--- src/rtl/cmt_pkg.sv ---
package cmt_pkg;
  localparam int unsigned CNT_W_DEF = 10;
  localparam int unsigned PER_W_DEF = 3;

  typedef enum logic [1:0] {
    ACT_KEEP   = 2'b00,
    ACT_LOW    = 2'b01,
    ACT_HIGH   = 2'b10,
    ACT_TOGGLE = 2'b11
  } pin_act_e;

  localparam logic [1:0] MODE_CMP_OUT = 2'b00;

  typedef struct packed {
    logic a_hit;
    logic p_hit;
    logic clear;
  } cmp_evt_t;
endpackage

--- src/rtl/cmt_compare.sv ---
module cmt_compare
  import cmt_pkg::*;
#(
  parameter int unsigned CNT_W = CNT_W_DEF,
  parameter int unsigned PER_W = PER_W_DEF
) (
  input  logic             run,
  input  logic             clr_sel,
  input  logic [CNT_W-1:0] count,
  input  logic [CNT_W-1:0] cmp_a,
  input  logic [PER_W-1:0] cmp_p,
  output cmp_evt_t         evt
);
  localparam int unsigned LOW_W = CNT_W - PER_W;
  localparam logic [CNT_W-1:0] CNT_TOP = {CNT_W{1'b1}};

  logic a_zero, p_zero, a_eq, p_eq;

  always_comb begin
    a_zero = (cmp_a == '0);
    p_zero = (cmp_p == '0);
    a_eq   = (count == cmp_a);
    p_eq   = p_zero ? (count == CNT_TOP) : (count == {cmp_p, {LOW_W{1'b0}}});
    evt.a_hit = run && !a_zero && a_eq;
    evt.p_hit = run && !clr_sel && p_eq;
    if (clr_sel) evt.clear = run && !a_zero && a_eq;
    else         evt.clear = run && !p_zero && p_eq;
  end

  always_comb begin
    if (clr_sel) assert (!evt.p_hit) else $error("p_no_p_hit_r6");
    if (!run)    assert (!evt.a_hit && !evt.clear) else $error("p_idle_no_hit_r11");
  end
endmodule

--- src/rtl/cmt_counter.sv ---
module cmt_counter #(
  parameter int unsigned CNT_W = 10
) (
  input  logic             clk,
  input  logic             rst_n,
  input  logic             run,
  input  logic             clear,
  output logic [CNT_W-1:0] count
);
  always_ff @(posedge clk or negedge rst_n) begin
    if (!rst_n)     count <= '0;
    else if (run) begin
      if (clear)    count <= '0;
      else          count <= count + CNT_W'(1);
    end
  end

  p_clear_to_zero_r3: assert property (@(posedge clk) disable iff (!rst_n)
    clear |=> (count == '0));
  p_step_r2: assert property (@(posedge clk) disable iff (!rst_n)
    (run && !clear) |=> (count == $past(count) + CNT_W'(1)));
  p_hold_idle_r11: assert property (@(posedge clk) disable iff (!rst_n)
    !run |=> $stable(count));
endmodule

--- src/rtl/cmt_flags.sv ---
module cmt_flags #(
  parameter int unsigned N_FLAGS = 2
) (
  input  logic               clk,
  input  logic               rst_n,
  input  logic [N_FLAGS-1:0] set_i,
  input  logic [N_FLAGS-1:0] clr_i,
  output logic [N_FLAGS-1:0] flag_o
);
  for (genvar g = 0; g < N_FLAGS; g++) begin : g_flag
    always_ff @(posedge clk or negedge rst_n) begin
      if (!rst_n)          flag_o[g] <= 1'b0;
      else if (set_i[g])   flag_o[g] <= 1'b1;
      else if (clr_i[g])   flag_o[g] <= 1'b0;
    end

    p_set_wins_r10: assert property (@(posedge clk) disable iff (!rst_n)
      set_i[g] |=> flag_o[g]);
    p_clear_r10: assert property (@(posedge clk) disable iff (!rst_n)
      (clr_i[g] && !set_i[g]) |=> !flag_o[g]);
    p_sticky_r10: assert property (@(posedge clk) disable iff (!rst_n)
      (flag_o[g] && !clr_i[g]) |=> flag_o[g]);
  end
endmodule

--- src/rtl/cmt_pin.sv ---
module cmt_pin
  import cmt_pkg::*;
(
  input  logic       clk,
  input  logic       rst_n,
  input  logic       enable,
  input  logic       init_lvl,
  input  logic [1:0] pin_act,
  input  logic       a_hit,
  output logic       pin
);
  logic en_q;
  logic en_rise;
  pin_act_e act;

  always_comb begin
    en_rise = enable && !en_q;
    act     = pin_act_e'(pin_act);
  end

  always_ff @(posedge clk or negedge rst_n) begin
    if (!rst_n) begin
      en_q <= 1'b0;
      pin  <= 1'b0;
    end else begin
      en_q <= enable;
      if (en_rise) pin <= init_lvl;
      else if (a_hit) begin
        unique case (act)
          ACT_KEEP:   pin <= pin;
          ACT_LOW:    pin <= 1'b0;
          ACT_HIGH:   pin <= 1'b1;
          ACT_TOGGLE: pin <= !pin;
        endcase
      end
    end
  end

  p_init_load_r9: assert property (@(posedge clk) disable iff (!rst_n)
    en_rise |=> (pin == $past(init_lvl)));
  p_pin_quiet_r8: assert property (@(posedge clk) disable iff (!rst_n)
    (!a_hit && !en_rise) |=> $stable(pin));
  p_toggle_r8: assert property (@(posedge clk) disable iff (!rst_n)
    (a_hit && !en_rise && pin_act == 2'b11) |=> (pin != $past(pin)));
endmodule

--- src/rtl/cmp_timer.sv ---
module cmp_timer
  import cmt_pkg::*;
#(
  parameter int unsigned CNT_W = CNT_W_DEF,
  parameter int unsigned PER_W = PER_W_DEF
) (
  input  logic             clk,
  input  logic             rst_n,
  input  logic             enable,
  input  logic [1:0]       mode,
  input  logic             clr_sel,
  input  logic [1:0]       pin_act,
  input  logic             init_lvl,
  input  logic [CNT_W-1:0] cmp_a,
  input  logic [PER_W-1:0] cmp_p,
  input  logic             clr_flag_a,
  input  logic             clr_flag_p,
  output logic [CNT_W-1:0] count,
  output logic             flag_a,
  output logic             flag_p,
  output logic             pin_out
);
  localparam int unsigned FLAG_A = 0;
  localparam int unsigned FLAG_P = 1;

  logic     run;
  cmp_evt_t evt;
  logic [1:0] fl_set, fl_clr, fl_q;

  always_comb begin
    run            = enable && (mode == MODE_CMP_OUT);
    fl_set[FLAG_A] = evt.a_hit;
    fl_set[FLAG_P] = evt.p_hit;
    fl_clr[FLAG_A] = clr_flag_a;
    fl_clr[FLAG_P] = clr_flag_p;
    flag_a         = fl_q[FLAG_A];
    flag_p         = fl_q[FLAG_P];
  end

  cmt_compare #(.CNT_W(CNT_W), .PER_W(PER_W)) u_cmp (
    .run(run), .clr_sel(clr_sel), .count(count),
    .cmp_a(cmp_a), .cmp_p(cmp_p), .evt(evt)
  );

  cmt_counter #(.CNT_W(CNT_W)) u_cnt (
    .clk(clk), .rst_n(rst_n), .run(run), .clear(evt.clear), .count(count)
  );

  cmt_flags #(.N_FLAGS(2)) u_flags (
    .clk(clk), .rst_n(rst_n), .set_i(fl_set), .clr_i(fl_clr), .flag_o(fl_q)
  );

  cmt_pin u_pin (
    .clk(clk), .rst_n(rst_n), .enable(enable), .init_lvl(init_lvl),
    .pin_act(pin_act), .a_hit(evt.a_hit), .pin(pin_out)
  );

  p_no_p_flag_r6: assert property (@(posedge clk) disable iff (!rst_n)
    (clr_sel && !flag_p) |=> !flag_p);
  p_zero_a_silent_r7: assert property (@(posedge clk) disable iff (!rst_n)
    ((cmp_a == '0) && !flag_a) |=> !flag_a);
endmodule

--- config.mk ---
export PLATFORM = sky130hd
export DESIGN_NAME = cmp_timer
export DESIGN_NICKNAME = d
export VERILOG_FILES = /design/src/rtl/cmt_pkg.sv /design/src/rtl/cmt_compare.sv /design/src/rtl/cmt_counter.sv /design/src/rtl/cmt_flags.sv /design/src/rtl/cmt_pin.sv /design/src/rtl/cmp_timer.sv
export SDC_FILE = /design/constraint.sdc
export NUM_CORES = 1
export LEC_CHECK = 0
export ABC_CLOCK_PERIOD_IN_PS = 2900
export BUFFER_PORTS_ARGS = -buffer_cell sky130_fd_sc_hd__buf_2
export CAP_MARGIN = 5
export CORE_MARGIN = 2
export CORE_UTILIZATION = 50
export CTS_CLUSTER_SIZE = 14
export DETAILED_ROUTE_END_ITERATION = 12
export MAX_ROUTING_LAYER = met4
export PLACE_DENSITY_LB_ADDON = 0.2
export SLEW_MARGIN = 0
export SYNTH_ARGS = -nofsm -noshare
export SYNTH_HDL_FRONTEND = slang
export SYNTH_SLANG_ARGS = --single-unit
--- constraint.sdc ---
create_clock -name clk -period 2.9 [get_ports clk]
set_input_delay 0.87 -clock clk [delete_from_list [all_inputs] [get_ports clk]]
set_output_delay 0.87 -clock clk [all_outputs]
set_load 0.01 [all_outputs]
# Word level (Yosys, flattened, before mapping)

Index checks and enable logic that the tools add are counted.

Bits of input ports: 24
Word-level logic and storage cells: 44
Flip-flop bits (word level): 14
Output and inout port bits: 13

Multiplexer cells: 10
Eq/ne operators: 7
Reductions and logical operators: 21
Add/sub/neg operators: 1

Operator list:

| cell                                                | count |
|---|---|
| equality test 10 bit                                | 2 |
| adder 10 x 1 -> 10 bit, second input constant       | 1 |
| equality test 10 bit, second input constant         | 1 |
| logical NOT 10 bit                                  | 1 |
| 2-to-1 mux 10 bit                                   | 1 |
| logical AND 1 bit                                   | 8 |
| 2-to-1 mux 1 bit                                    | 8 |
| nonzero test 2 bit                                  | 3 |
| logical NOT 1 bit                                   | 5 |
| equality test 2 bit, second input constant          | 2 |
| logical NOT 2 bit                                   | 2 |
| logical NOT 3 bit                                   | 1 |
| case mux 1 bit (3 select lines)                     | 1 |
| equality test 2 x 1 -> 1 bit, second input constant | 1 |
| != test 2 x 1 -> 1 bit, second input constant       | 1 |
| AND reduction 2 bit                                 | 1 |

# Logic depth before layout (Yosys ltp)

Gate-level depths: netlist (run 1).

Depth in word-level cells: 6
Mapped depth: 6
Mapped depth without buffers: 5

# Modules after synthesis

A second synthesis (run 1) with hierarchy kept.

Cells, all modules: 111
Area total of the unflattened synthesis: 1016.0 um2

Modules (own cells, without submodules):

| module      | seq. area each (um2) | area each (um2) | times used | cells each |
|---|---|---|---|---|
| cmt_counter | 250.2                | 548.0           | 1          | 55 |
| cmt_compare | 0.0                  | 295.3           | 1          | 42 |
| cmt_pin     | 50.0                 | 87.6            | 1          | 7 |
| cmt_flags   | 50.0                 | 72.6            | 1          | 6 |
| cmp_timer   | 0.0                  | 12.5            | 1          | 1 |

# Least setup slack after synthesis (run 1)

OpenSTA, ideal clock, no wires.

Kind: input to register
From: input port mode[1]
To: register u_pin.pin
Slack: 0.507 ns
Data arrival time: 2.273 ns
Path buffers: 1
Required time: 2.780 ns
Library setup time: 0.120 ns
Stages: 6
Path through: or3b_1 -> buf_2 -> nor4_1 -> nand4_1 -> or2_0 -> a31o_1

Longest elaborated chain between the ends: 6

Ends and longest elaborated chain:

| item                            | RTL line          | text |
|---|---|---|
| start: declaration              | cmp_timer.sv:10   | `input logic [1:0] mode,` |
| logical NOT 2 bit               | cmp_timer.sv:31   | `run = enable && (mode == MODE_CMP_OUT);` |
| logical AND 1 bit               | cmp_timer.sv:31   |  |
| logical AND 1 bit (2 in series) | cmt_compare.sv:24 | `evt.a_hit = run && !a_zero && a_eq;` |
| nonzero test 2 bit (no line)    | --                |  |
| AND reduction 2 bit (no line)   | --                |  |
| end signal: assignment          | cmt_pin.sv:27     | `if (en_rise) pin <= init_lvl;` |
| end signal: assignment          | cmt_pin.sv:30     | `ACT_KEEP: pin <= pin;` |
| end signal: assignment          | cmt_pin.sv:33     | `ACT_TOGGLE: pin <= !pin;` |
| end: declaration                | cmt_pin.sv:10     | `output logic pin` |

No other way between the ends.
A chain may end at the register's enable or synchronous reset.

# Worst setup path after layout (run 1)

From: input port mode[1]
To: register u_cnt.count[6]

Longest elaborated chain between the ends: 6
Elaborated cells on any way between the ends: 8
Those cells by class: 2 x mux; 6 x reduce/logical

Ends and longest elaborated chain:

| item                                                      | RTL line                             | text |
|---|---|---|
| logical NOT 2 bit *                                       | cmp_timer.sv:31                      |  |
| logical AND 1 bit *                                       | cmp_timer.sv:31                      |  |
| logical AND 1 bit, on equally long branches (2 in series) | cmt_compare.sv:27, cmt_compare.sv:26 |  |
| 2-to-1 mux 1 bit                                          | cmt_compare.sv:26                    | `if (clr_sel) evt.clear = run && !a_zero && a_eq;` |
| 2-to-1 mux 10 bit                                         | cmt_counter.sv:13                    | `if (clear) count <= '0;` |
| end signal: assignment                                    | cmt_counter.sv:14                    | `else count <= count + CNT_W'(1);` |
| end: declaration                                          | cmt_counter.sv:8                     | `output logic [CNT_W-1:0] count` |

Mark *: on every way between the ends. The rest lies on a longest branch, timed or not.

==> key figures, run 1 <==
Run status
  – Status: finished clean

Synth
  – Net count after synthesis: 128
  – Post-Synth XOR/XNOR Area: 0.194
  – Post-synthesis adder-cell area fraction: 0.0139
  – Synth area leaders: dfrtp_1 39%, xor2_1 16%, nand4_1 5.5%
  – Fraction of registers with async set/reset: 1.00
  – Mux cell area share after synthesis: 0
  – Netlist cell types: 27
  – Seq/Total Area, Yosys: 0.388
  – Leading area contributor after synthesis: dfrtp_1
  – Area of the mapped netlist: 903 um2
  – Synth top area share: 0.388
  – Largest family of logic cells by synthesized area: simple AND/OR/NAND/NOR gates
  – Synth Area in Simple Gates: 0.267
  – Ys flop type: dfrtp_1
  – Area fraction in compound gates after synthesis: 0.0900
  – Syn. warnings: 0
  – Avg Cell Area, Syn: 8.77 um2
  – Seq cells post-synth: 14
  – Synth Instances: 103
  – EDFF count, synth: 0

Layout
  – Area grow syn2layout: 24.5%
  – Fillcell total: 145
  – Nets: 165
  – # diodes: 0
  – Non-filler instance count after layout: 163
  – Post-Route Utilization: 0.659
  – Share of cells above drive strength 1: 0.312
  – Final Cell Area: 1120 um2

Routing
  – Post-Route WL: 2160 um
  – Detailed Route Iter0 Violations: 26
  – DRC viols: 0
  – Post-route ant nets: 0
  – Detailed Routing Iterations Pass 1: 4
  – Via count: 863
  – Wire per inst: 13.2 um
  – Vias per inst: 5.29

Power and ir drop
  – Pwr/cell area: 464 nW/um2
  – Switch share: 0.352
  – Internal: 0.000338 W
  – Static Leakage: 0.585 nW
  – Comb pwr share: 0.279
  – Max IR drop VDD: 0.385 mV
  – NetSw: 0.000184 W
  – Clock power share: 0.204
  – Sequential share of power: 0.516

Clock network
  – Post CTS Setup Buffer Count: 0
  – CTS HTree Levels: 1
  – CTS tree: done
  – Clock latency on the worst-skew pair: 0.28 ns
  – Root Driver: clkbuf_4
  – Hold Buf Count CTS: 0
  – Gates resized, CTS repair: 0
  – Num CTS Buffers: 3
  – Sinks on Clock Net: 14
  – Worst-path clk slew: 0.08 ns
  – CTS max path bufs: 2

Floorplanning
  – Die ar.: 2160 um2
  – Die Wd: 46.5 um
  – IO Pins: 37
  – Initial cell density of the core: 0.529
  – Core area: 1710 um2
  – Num rows: 15
  – Vert. Die Dim: 46.5 um

GRT
  – First-pass GRT wire length: 3420 um
  – GRT overflow: 0
  – Total Routing Usage GR: 0.236
  – Initial antenna violation count: 0
  – Vias in the first global route: 782
  – Largest net degree at the start of global routing: 15

STA
  – Fin. Hold Viols: 0
  – Rel. slew slack: 0.695
  – Final Cycle Share: 0.843
  – Unrepaired setup endpoints after global routing: no
  – Shortest period the worst path allows: 2.44 ns
  – Final Max Tran Viols: 0
  – Endpoints failing setup: 0
  – Final TNS setup: 0 ns
  – Post-Route Skew: 0.00592 ns
  – Slew at the pin closest to its max-slew limit: 0.457 ns
  – Hold Slack: 0.470 ns
  – Fmax: 0.409 GHz

Setup path
  – Critical Path Start: mode[1]
  – Worst-path maximum fanout: 9
  – FF-to-FF Start: u_cnt.count[5]$_DFFE_PN0P_
  – Arr. time, crit path: 2.58 ns
  – Worst Setup End Kind: flop
  – Worst EP required: 3.04 ns
  – Critical path class: input pin to flop
  – Crit start category: input pin

Placed design
  – Dpl cell area: 1100 um2
  – Post-placement cell count: 160
  – GPL Wtd Cong: 0.803
  – DP HPWL: 1700 um
  – IO buf count: 36

Min path
  – Hold crit path type: input pin to asynchronous set/reset pin

Run
  – Max-cap violations: 0
-- layout by cell type, fill, tap and decap left out, types with 2 or more instances in the layout --
cell / count
nor4_1: 5
inv_1: 6
and3_1: 2
buf_2: 36
clkbuf_4: 3
nand4_1: 8
o21bai_1: 2
xnor2_1: 3
nand2_1: 7
xor2_1: 17
nor2_1: 13
dfrtp_1: 14
o21ai_0: 4
nor3_1: 4
-- power by group through the flow --
stage / combinational (W) / clock, W / sequential, W
after detailed placement: 0.000147 / 0 / 0.000273
after CTS: 0.000148 / 0.000109 / 0.000269
after global routing: 0.000163 / 0.000122 / 0.000276
after floorplan: 0.0000793 / 0 / 0.000270
final: 0.000146 / 0.000107 / 0.000270
after global placement: 0.000143 / 0 / 0.000270
-- through the flow --
stage | total power (W) | worst slack (ns)
after global placement | 0.000412 | 0.272
after detailed placement | 0.000420 | 0.217
after floorplan | 0.000349 | 0.507
after CTS | 0.000526 | 0.490
after global routing | 0.000561 | 0.291
final | 0.000522 | 0.456
-- state kept, by name, summed over array words and instances (netlist names) --
name / cells
u_pin.pin: 1
u_flags.flag_o: 2
u_pin.en_q: 1
u_cnt.count: 10
-- routing by layer --
metal  wire length [um]  up-vias  track usage  share of wire
met5                  0        -            -              0
met4                 36        0        0.103          0.017
met3                100        5       0.0235          0.046
met2                998       25        0.358           0.46
met1               1020      404        0.314           0.47
li1                   -      429            -              -
-- cell type report --
class / instances / area (um2) / area share
clock buffers: 3 / 22.5 / 0.0200
well taps: 25 / 31.3 / 0.0278
multi-input cells: 78 / 510 / 0.454
flip-flops and latches: 14 / 350 / 0.311
repair buffers: 37 / 188 / 0.167
inverters: 6 / 22.5 / 0.0200
-- cells in the mapped netlist (all sizes together) (3+ instances only) --
| cell | number |
|---|---|
| inv | 6 |
| nor3 | 4 |
| xnor2 | 3 |
| o21ai | 4 |
| nand4 | 8 |
| clkbuf | 4 |
| nor2 | 13 |
| nor4 | 5 |
| xor2 | 17 |
| nand2 | 7 |
| dfrtp | 14 |
-- path summary, 6_finish.rpt --
path                                                 end  slack (ns)  cells past startpoint
setup reg to reg              u_cnt.count[6]$_DFFE_PN0P_        0.92                      5
hold reg to reg            u_flags.flag_o[0]$_DFFE_PN0P_        0.52                      2
max in group asynchronous     u_cnt.count[5]$_DFFE_PN0P_        2.18                      1
setup / recovery              u_cnt.count[6]$_DFFE_PN0P_        0.46                      6
hold / removal             u_flags.flag_o[1]$_DFFE_PN0P_        0.47                      1
min in group clk           u_flags.flag_o[0]$_DFFE_PN0P_        0.52                      2
-- critical path, stage by stage --
cell,delay (ns)
buf_2,0.10
or3b_1,0.46
nor4_1,0.34
nand4_1,0.26
o22ai_2,0.43
nor2_1,0.12
-- cell families (layout without fill, tap and decap cells) --
family / after synthesis / count (layout)
AOI/OAI and AO/OA: 11 / 11
xor gates and xnor gates: 20 / 20
adders and majority gates: 1 / 1
buffers and inverters: 11 / 46
DFF: 14 / 14
and+or+nand+nor: 46 / 46
No activity file was read; power rests on OpenSTA's default activity.
==> run 2: changes to the inputs <==
--- a/config.mk
+++ b/config.mk
@@ -5,11 +5,11 @@
 export SDC_FILE = /design/constraint.sdc
 export NUM_CORES = 1
 export LEC_CHECK = 0
-export ABC_CLOCK_PERIOD_IN_PS = 2900
+export ABC_CLOCK_PERIOD_IN_PS = 2400
 export BUFFER_PORTS_ARGS = -buffer_cell sky130_fd_sc_hd__buf_2
 export CAP_MARGIN = 5
 export CORE_MARGIN = 2
-export CORE_UTILIZATION = 50
+export CORE_UTILIZATION = 47
 export CTS_CLUSTER_SIZE = 14
 export DETAILED_ROUTE_END_ITERATION = 12
 export MAX_ROUTING_LAYER = met4
==> constraint.sdc (replaced) <==
create_clock -name clk -period 2.4 [get_ports clk]
set_input_delay 0.72 -clock clk [delete_from_list [all_inputs] [get_ports clk]]
set_output_delay 0.72 -clock clk [all_outputs]
set_load 0.01 [all_outputs]
==> run 2 against run 1 <==
Net effect:
- power is 22% higher
- core utilization fell by 0.83 points
- worst setup slack lost 0.21 ns
- flip-flop and latch count stayed put
- clock power grew 23%
- non-clock buffer count increased by 3
- via count is 0.23% higher
- worst hold slack lost 0.15 ns
- combinational power is 21% higher
- clock-buffer cell count unchanged
- largest power group unchanged
==> key figures, run 2 (same netlist as run 1, synthesis figures left out) <==
Clock network
  – Hold Buf Count CTS: 0 (unchanged)
  – Post CTS Setup Buffer Count: 0 (unchanged)
  – CTS max path bufs: 2 (unchanged)
  – CTS tree: done
  – Sinks on Clock Net: 14 (unchanged)
  – Num CTS Buffers: 3 (unchanged)
  – Worst-path clk slew: 0.08 ns (about the same)
  – Gates resized, CTS repair: 0 (unchanged)
  – Root Driver: clkbuf_4
  – Clock latency on the worst-skew pair: 0.28 ns (about the same)
  – CTS HTree Levels: 1 (unchanged)

Routing
  – Detailed Routing Iterations Pass 1: 3 (-1)
  – Vias per inst: 5.21 (-1.6%)
  – Post-Route WL: 2110 um (-2.2%)
  – Detailed Route Iter0 Violations: 20 (-23%)
  – Wire per inst: 12.7 um (-3.9%)
  – DRC viols: 0 (unchanged)
  – Via count: 865 (+0.23%)
  – Post-route ant nets: 0 (unchanged)

Setup path
  – Setup crit end: u_pin.pin$_DFFE_PN0P_
  – Crit start category: input pin
  – Critical path class: input pin to flop
  – FF-to-FF Start: u_cnt.count[5]$_DFFE_PN0P_
  – Slowest CP cell: or3b_1
  – Worst Setup End Kind: flop
  – Arr. time, crit path: 2.34 ns (-0.24 ns)
  – Slowest stage delay, CP: 0.44 ns (-0.02 ns)
  – Worst reg2reg path endpoint: u_pin.pin$_DFFE_PN0P_
  – Critical Path Start: mode[1]
  – Worst-path cell chain: buf_2, or3b_1, nor4_1, nand4_1, or2_0, a31o_1
  – Worst EP required: 2.58 ns (-0.46 ns)
  – Path depth of the worst reg2reg path: 5 (unchanged)
  – R2R Setup Slk: 0.55 ns (-0.37 ns)
  – Worst-path maximum fanout: 5 (-4)

Min path
  – Hold crit path type: input pin to asynchronous set/reset pin

GRT
  – Largest net degree at the start of global routing: 15 (unchanged)
  – GRT overflow: 0 (unchanged)
  – Met1 Use GR: 0.274 (-0.0407)
  – Total Routing Usage GR: 0.217 (-0.0189)
  – Layer with the highest usage: met2
  – Met2 Track Usage GR: 0.331 (-0.0277)
  – Initial antenna violation count: 0 (unchanged)
  – Vias in the first global route: 758 (-3.1%)
  – GRT met3 Usage: 0.0453 (+0.0218)
  – First-pass GRT wire length: 3260 um (-4.6%)

Floorplanning
  – Num rows: 15 (unchanged)
  – Die Wd: 47.8 um (+2.9%)
  – Initial cell density of the core: 0.512 (-0.0169)
  – Die ar.: 2290 um2 (+5.8%)
  – Core area: 1760 um2 (+3.3%)
  – IO Pins: 37 (unchanged)
  – Vert. Die Dim: 47.8 um (+2.9%)

STA
  – Final Max Tran Viols: 0 (unchanged)
  – Final TNS setup: 0 ns (unchanged)
  – Endpoints failing setup: 0 (unchanged)
  – Unrepaired setup endpoints after global routing: no
  – Final setup margin: 0.241 ns (-0.214 ns)
  – Hold Slack: 0.321 ns (-0.149 ns)
  – Final Cycle Share: 0.899
  – Fmax: 0.463 GHz
  – Rel. slew slack: 0.779 (+0.0844)
  – Slew at the pin closest to its max-slew limit: 0.328 ns (-0.130 ns)
  – Shortest period the worst path allows: 2.16 ns
  – Fin. Hold Viols: 0 (unchanged)
  – Post-Route Skew: 0.00620 ns (+0.000270 ns)

Layout
  – Most frequent cells in the layout: 36 x buf_2, 17 x xor2_1, 14 x dfrtp_1
  – Non-filler instance count after layout: 166 (+1.8%)
  – # diodes: 0 (unchanged)
  – Commonest non-fill, non-tap cell in the layout: buf_2
  – Area grow syn2layout: 27.0%
  – Largest regs: u_cnt.count: 10 flops, u_flags.flag_o: 2 flops
  – Fillcell total: 174 (+20%)
  – Max reg flops: 10 (unchanged)
  – Nets: 168 (+1.8%)
  – Biggest register: u_cnt.count
  – Share of cells above drive strength 1: 0.326 (+0.0146)

Placed design
  – GPL Wtd Cong: 0.841 (+4.7%)
  – Pre-CTS setup slack: -0.0456 ns (-0.263 ns)
  – Post-placement cell count: 163 (+1.9%)
  – DP HPWL: 1630 um (-3.7%)
  – IO buf count: 36 (unchanged)

Run status
  – Status: finished clean

Power and ir drop
  – Max IR drop VDD: 0.431 mV (+12%)
  – Total Power: 0.000634 W (+22%)
  – Pwr/cell area: 553 nW/um2 (+19%)
  – Static Leakage: 0.600 nW (+2.6%)

Run
  – Max-cap violations: 0 (unchanged)
[run 2: per-layer routing]
layer	vias to the layer above	wire length, um	share of wire
met1	398	980	0.46
li1	437	-	-
met2	26	967	0.46
met3	4	132	0.063
met5	-	0	0
met4	0	27	0.013
[run 2: worst max-delay path: cells and delay by family]
family          cells  cell delay, ns
simple gates        4            1.30
buf+inv             1            0.10
compound gates      1            0.21
[run 2: power by group]
group | internal [W] | total, W | switching (W)
Sequential | 0.000265 | 0.000325 | 0.0000601
Combinational | 0.0000865 | 0.000177 | 0.0000907
Clock | 0.0000583 | 0.000132 | 0.0000741
Total | 0.000410 | 0.000634 | 0.000225
[run 2: how the worst min path moves through the flow]
stage	cells after the start	from	slack, ns	to
detailed placement	1	u_flags.flag_o[1]$_DFFE_PN0P_	0.52	u_flags.flag_o[1]$_DFFE_PN0P_
global route	1	rst_n	0.32	u_flags.flag_o[1]$_DFFE_PN0P_
global placement	1	u_flags.flag_o[1]$_DFFE_PN0P_	0.49	u_flags.flag_o[1]$_DFFE_PN0P_
finish	1	rst_n	0.32	u_flags.flag_o[1]$_DFFE_PN0P_
CTS	1	rst_n	0.33	u_flags.flag_o[1]$_DFFE_PN0P_
floorplan	0	rst_n	0.42	u_cnt.count[0]$_DFFE_PN0P_
[run 2: metrics by stage]
stage / util / area, um2
after floorplan: - / 903
after global placement: 0.638 / 1120
after detailed placement: 0.638 / 1120
after CTS: 0.650 / 1150
after global routing: 0.650 / 1150
final: 0.650 / 1150
[run 2: area by class of cell]
class                           instances  area, um2  share of cell area
Inverter                                6       22.5              0.0196
Clock buffer                            3       22.5              0.0196
Tap cell                               25       31.3              0.0273
Multi-Input combinational cell         78        510               0.445
Sequential cell                        14        350               0.305
Timing Repair Buffer                   40        210               0.183
==> run 3: changes to the inputs <==
--- a/config.mk
+++ b/config.mk
@@ -12,6 +12,7 @@
 export CORE_UTILIZATION = 47
 export CTS_CLUSTER_SIZE = 14
 export DETAILED_ROUTE_END_ITERATION = 12
+export GPL_TIMING_DRIVEN = 0
 export MAX_ROUTING_LAYER = met4
 export PLACE_DENSITY_LB_ADDON = 0.2
 export SLEW_MARGIN = 0
==> run 3 against run 2 <==
Net effect:
- via count up 0.81%
- routed wire length down 3.3%
- critical endpoint is now u_cnt.count[1]$_DFFE_PN0P_
- register-to-register slack worse by 0.19 ns
==> key figures, run 3 (same netlist as run 1, synthesis figures left out) <==
Layout
  – Area grow syn2layout: 25.9%
  – Max reg flops: 10 (unchanged)
  – Share of cells above drive strength 1: 0.303 (-0.0234)
  – # diodes: 0 (unchanged)
  – Non-filler instance count after layout: 167 (+0.60%)
  – Most frequent cells in the layout: 37 x buf_2, 17 x xor2_1, 14 x dfrtp_1
  – Biggest register: u_cnt.count
  – Commonest non-fill, non-tap cell in the layout: buf_2
  – Nets: 169 (+0.60%)
  – Post-Route Utilization: 0.645 (-0.00567)
  – Largest regs: u_cnt.count: 10 flops, u_flags.flag_o: 2 flops

Setup path
  – FF-to-FF Start: u_cnt.count[5]$_DFFE_PN0P_
  – Worst reg2reg path endpoint: u_cnt.count[1]$_DFFE_PN0P_
  – R2R Setup Slk: 0.36 ns (-0.19 ns)
  – Critical path class: input pin to flop
  – Worst EP required: 2.55 ns (-0.03 ns)
  – Worst-path maximum fanout: 9 (+4)
  – Arr. time, crit path: 2.36 ns (+0.02 ns)
  – Crit start category: input pin
  – Path depth of the worst reg2reg path: 6 (+1)
  – Worst Setup End Kind: flop

Floorplanning
  – Die ar.: 2290 um2 (unchanged)
  – Num rows: 15 (unchanged)
  – Core area: 1760 um2 (unchanged)
  – IO Pins: 37 (unchanged)
  – Initial cell density of the core: 0.512 (unchanged)
  – Die Wd: 47.8 um (unchanged)
  – Vert. Die Dim: 47.8 um (unchanged)

Clock network
  – Num CTS Buffers: 3 (unchanged)
  – Gates resized, CTS repair: 0 (unchanged)
  – Worst-path clk slew: 0.08 ns (about the same)
  – Root Driver: clkbuf_4
  – CTS max path bufs: 2 (unchanged)
  – Clock latency on the worst-skew pair: 0.27 ns (about the same)
  – CTS HTree Levels: 1 (unchanged)
  – Post CTS Setup Buffer Count: 0 (unchanged)
  – Sinks on Clock Net: 14 (unchanged)
  – CTS tree: done
  – Hold Buf Count CTS: 0 (unchanged)

STA
  – Endpoints failing setup: 0 (unchanged)
  – Rel. slew slack: 0.543 (-0.237)
  – Post-Route Skew: 0.00212 ns (-0.00407 ns)
  – Final Cycle Share: 0.922 (+0.0223)
  – Slew at the pin closest to its max-slew limit: 0.685 ns (+0.357 ns)
  – Unrepaired setup endpoints after global routing: no
  – Final Max Tran Viols: 0 (unchanged)
  – Fmax: 0.452 GHz (-2.4%)
  – Fin. Hold Viols: 0 (unchanged)
  – Shortest period the worst path allows: 2.21 ns (+0.0535 ns)

Run
  – Max-cap violations: 0 (unchanged)

Routing
  – DRC viols: 0 (unchanged)
  – Post-Route WL: 2040 um (-3.3%)
  – Detailed Routing Iterations Pass 1: 4 (+1)
  – Vias per inst: 5.22 (+0.21%)
  – Post-route ant nets: 0 (unchanged)
  – Via count: 872 (+0.81%)
  – Wire per inst: 12.2 um (-3.9%)
  – Detailed Route Iter0 Violations: 14 (-30%)

Power and ir drop
  – Pwr/cell area: 552 nW/um2 (-0.11%)
  – Static Leakage: 0.587 nW (-2.2%)
  – Max IR drop VDD: 0.407 mV (-5.4%)
  – Total Power: 0.000628 W (-0.98%)

GRT
  – Total Routing Usage GR: 0.212 (-0.00481)
  – Largest net degree at the start of global routing: 15 (unchanged)
  – First-pass GRT wire length: 3280 um (+0.43%)
  – Vias in the first global route: 801 (+5.7%)
  – Initial antenna violation count: 0 (unchanged)
  – GRT overflow: 0 (unchanged)

Placed design
  – Post-placement cell count: 164 (+0.61%)
  – IO buf count: 36 (unchanged)
  – GPL Wtd Cong: 0.821 (-2.4%)
  – DP HPWL: 1630 um (-0.49%)

Min path
  – Hold crit path type: input pin to asynchronous set/reset pin

Run status
  – Status: finished clean
-- run 3: cell count changes in the layout (fill, tap and decap cells not counted) --
cell | before | now
buf_2 | 36 | 37
clkbuf_1 | 0 | 4
buf_4 | 4 | 0
-- run 3: final cells by class --
cell class | count | area (um2)
Buffer | 5 | 20.0
Clock buffer | 3 | 22.5
Fill cell | 184 | 627
Inverter | 6 | 22.5
Multi-Input combinational cell | 78 | 510
Sequential cell | 14 | 350
Tap cell | 25 | 31.3
Timing Repair Buffer | 36 | 180
-- run 3: report_power, final --
group	total, W	leakage, nW	switching, W	internal [W]
Combinational	0.000186	0.387	0.0000988	0.0000875
Clock	0.000126	0.0138	0.0000683	0.0000580
Sequential	0.000316	0.186	0.0000505	0.000265
-- run 3: worst max-delay path by stage --
stage / from / cells past startpoint / to
2_1_floorplan: mode[1] / 6 / u_pin.pin$_DFFE_PN0P_
5_1_grt: mode[1] / 7 / u_cnt.count[2]$_DFFE_PN0P_
4_1_cts: mode[1] / 7 / u_cnt.count[1]$_DFFE_PN0P_
3_3_place_gp: mode[1] / 7 / u_cnt.count[1]$_DFFE_PN0P_
3_5_place_dp: mode[1] / 7 / u_cnt.count[1]$_DFFE_PN0P_
6_report: mode[1] / 7 / u_cnt.count[1]$_DFFE_PN0P_
-- run 3: worst max-delay path, stage by stage --
cell and delay (ns):
buf_2 0.10, or3b_1 0.35, buf_2 0.16, nor4_1 0.27
nand4_1 0.24, o22ai_2 0.41, o31ai_1 0.11
-- run 3: routing by layer --
layer,track usage,wire (um),vias up
li1,-,-,434
met1,0.264,897,393
met2,0.341,957,43
met3,0.0340,170,2
met4,0.0811,12,0
met5,-,0,-
-- run 3: per-stage QoR --
| stage | instance area (um2) | worst slack [ns] | hold slack (ns) | TNS [ns] |
|---|---|---|---|---|
| 2_1_floorplan | 903 | 0.157 | 0.424 | 0 |
| 5_1_grt | 1140 | 0.0541 | 0.340 | 0 |
| 6_report | 1140 | 0.188 | 0.331 | 0 |
| 3_3_place_gp | 1110 | -0.0871 | 0.496 | -0.755 |
| 4_1_cts | 1140 | 0.191 | 0.338 | 0 |
| 3_5_place_dp | 1110 | -0.101 | 0.516 | -0.868 |
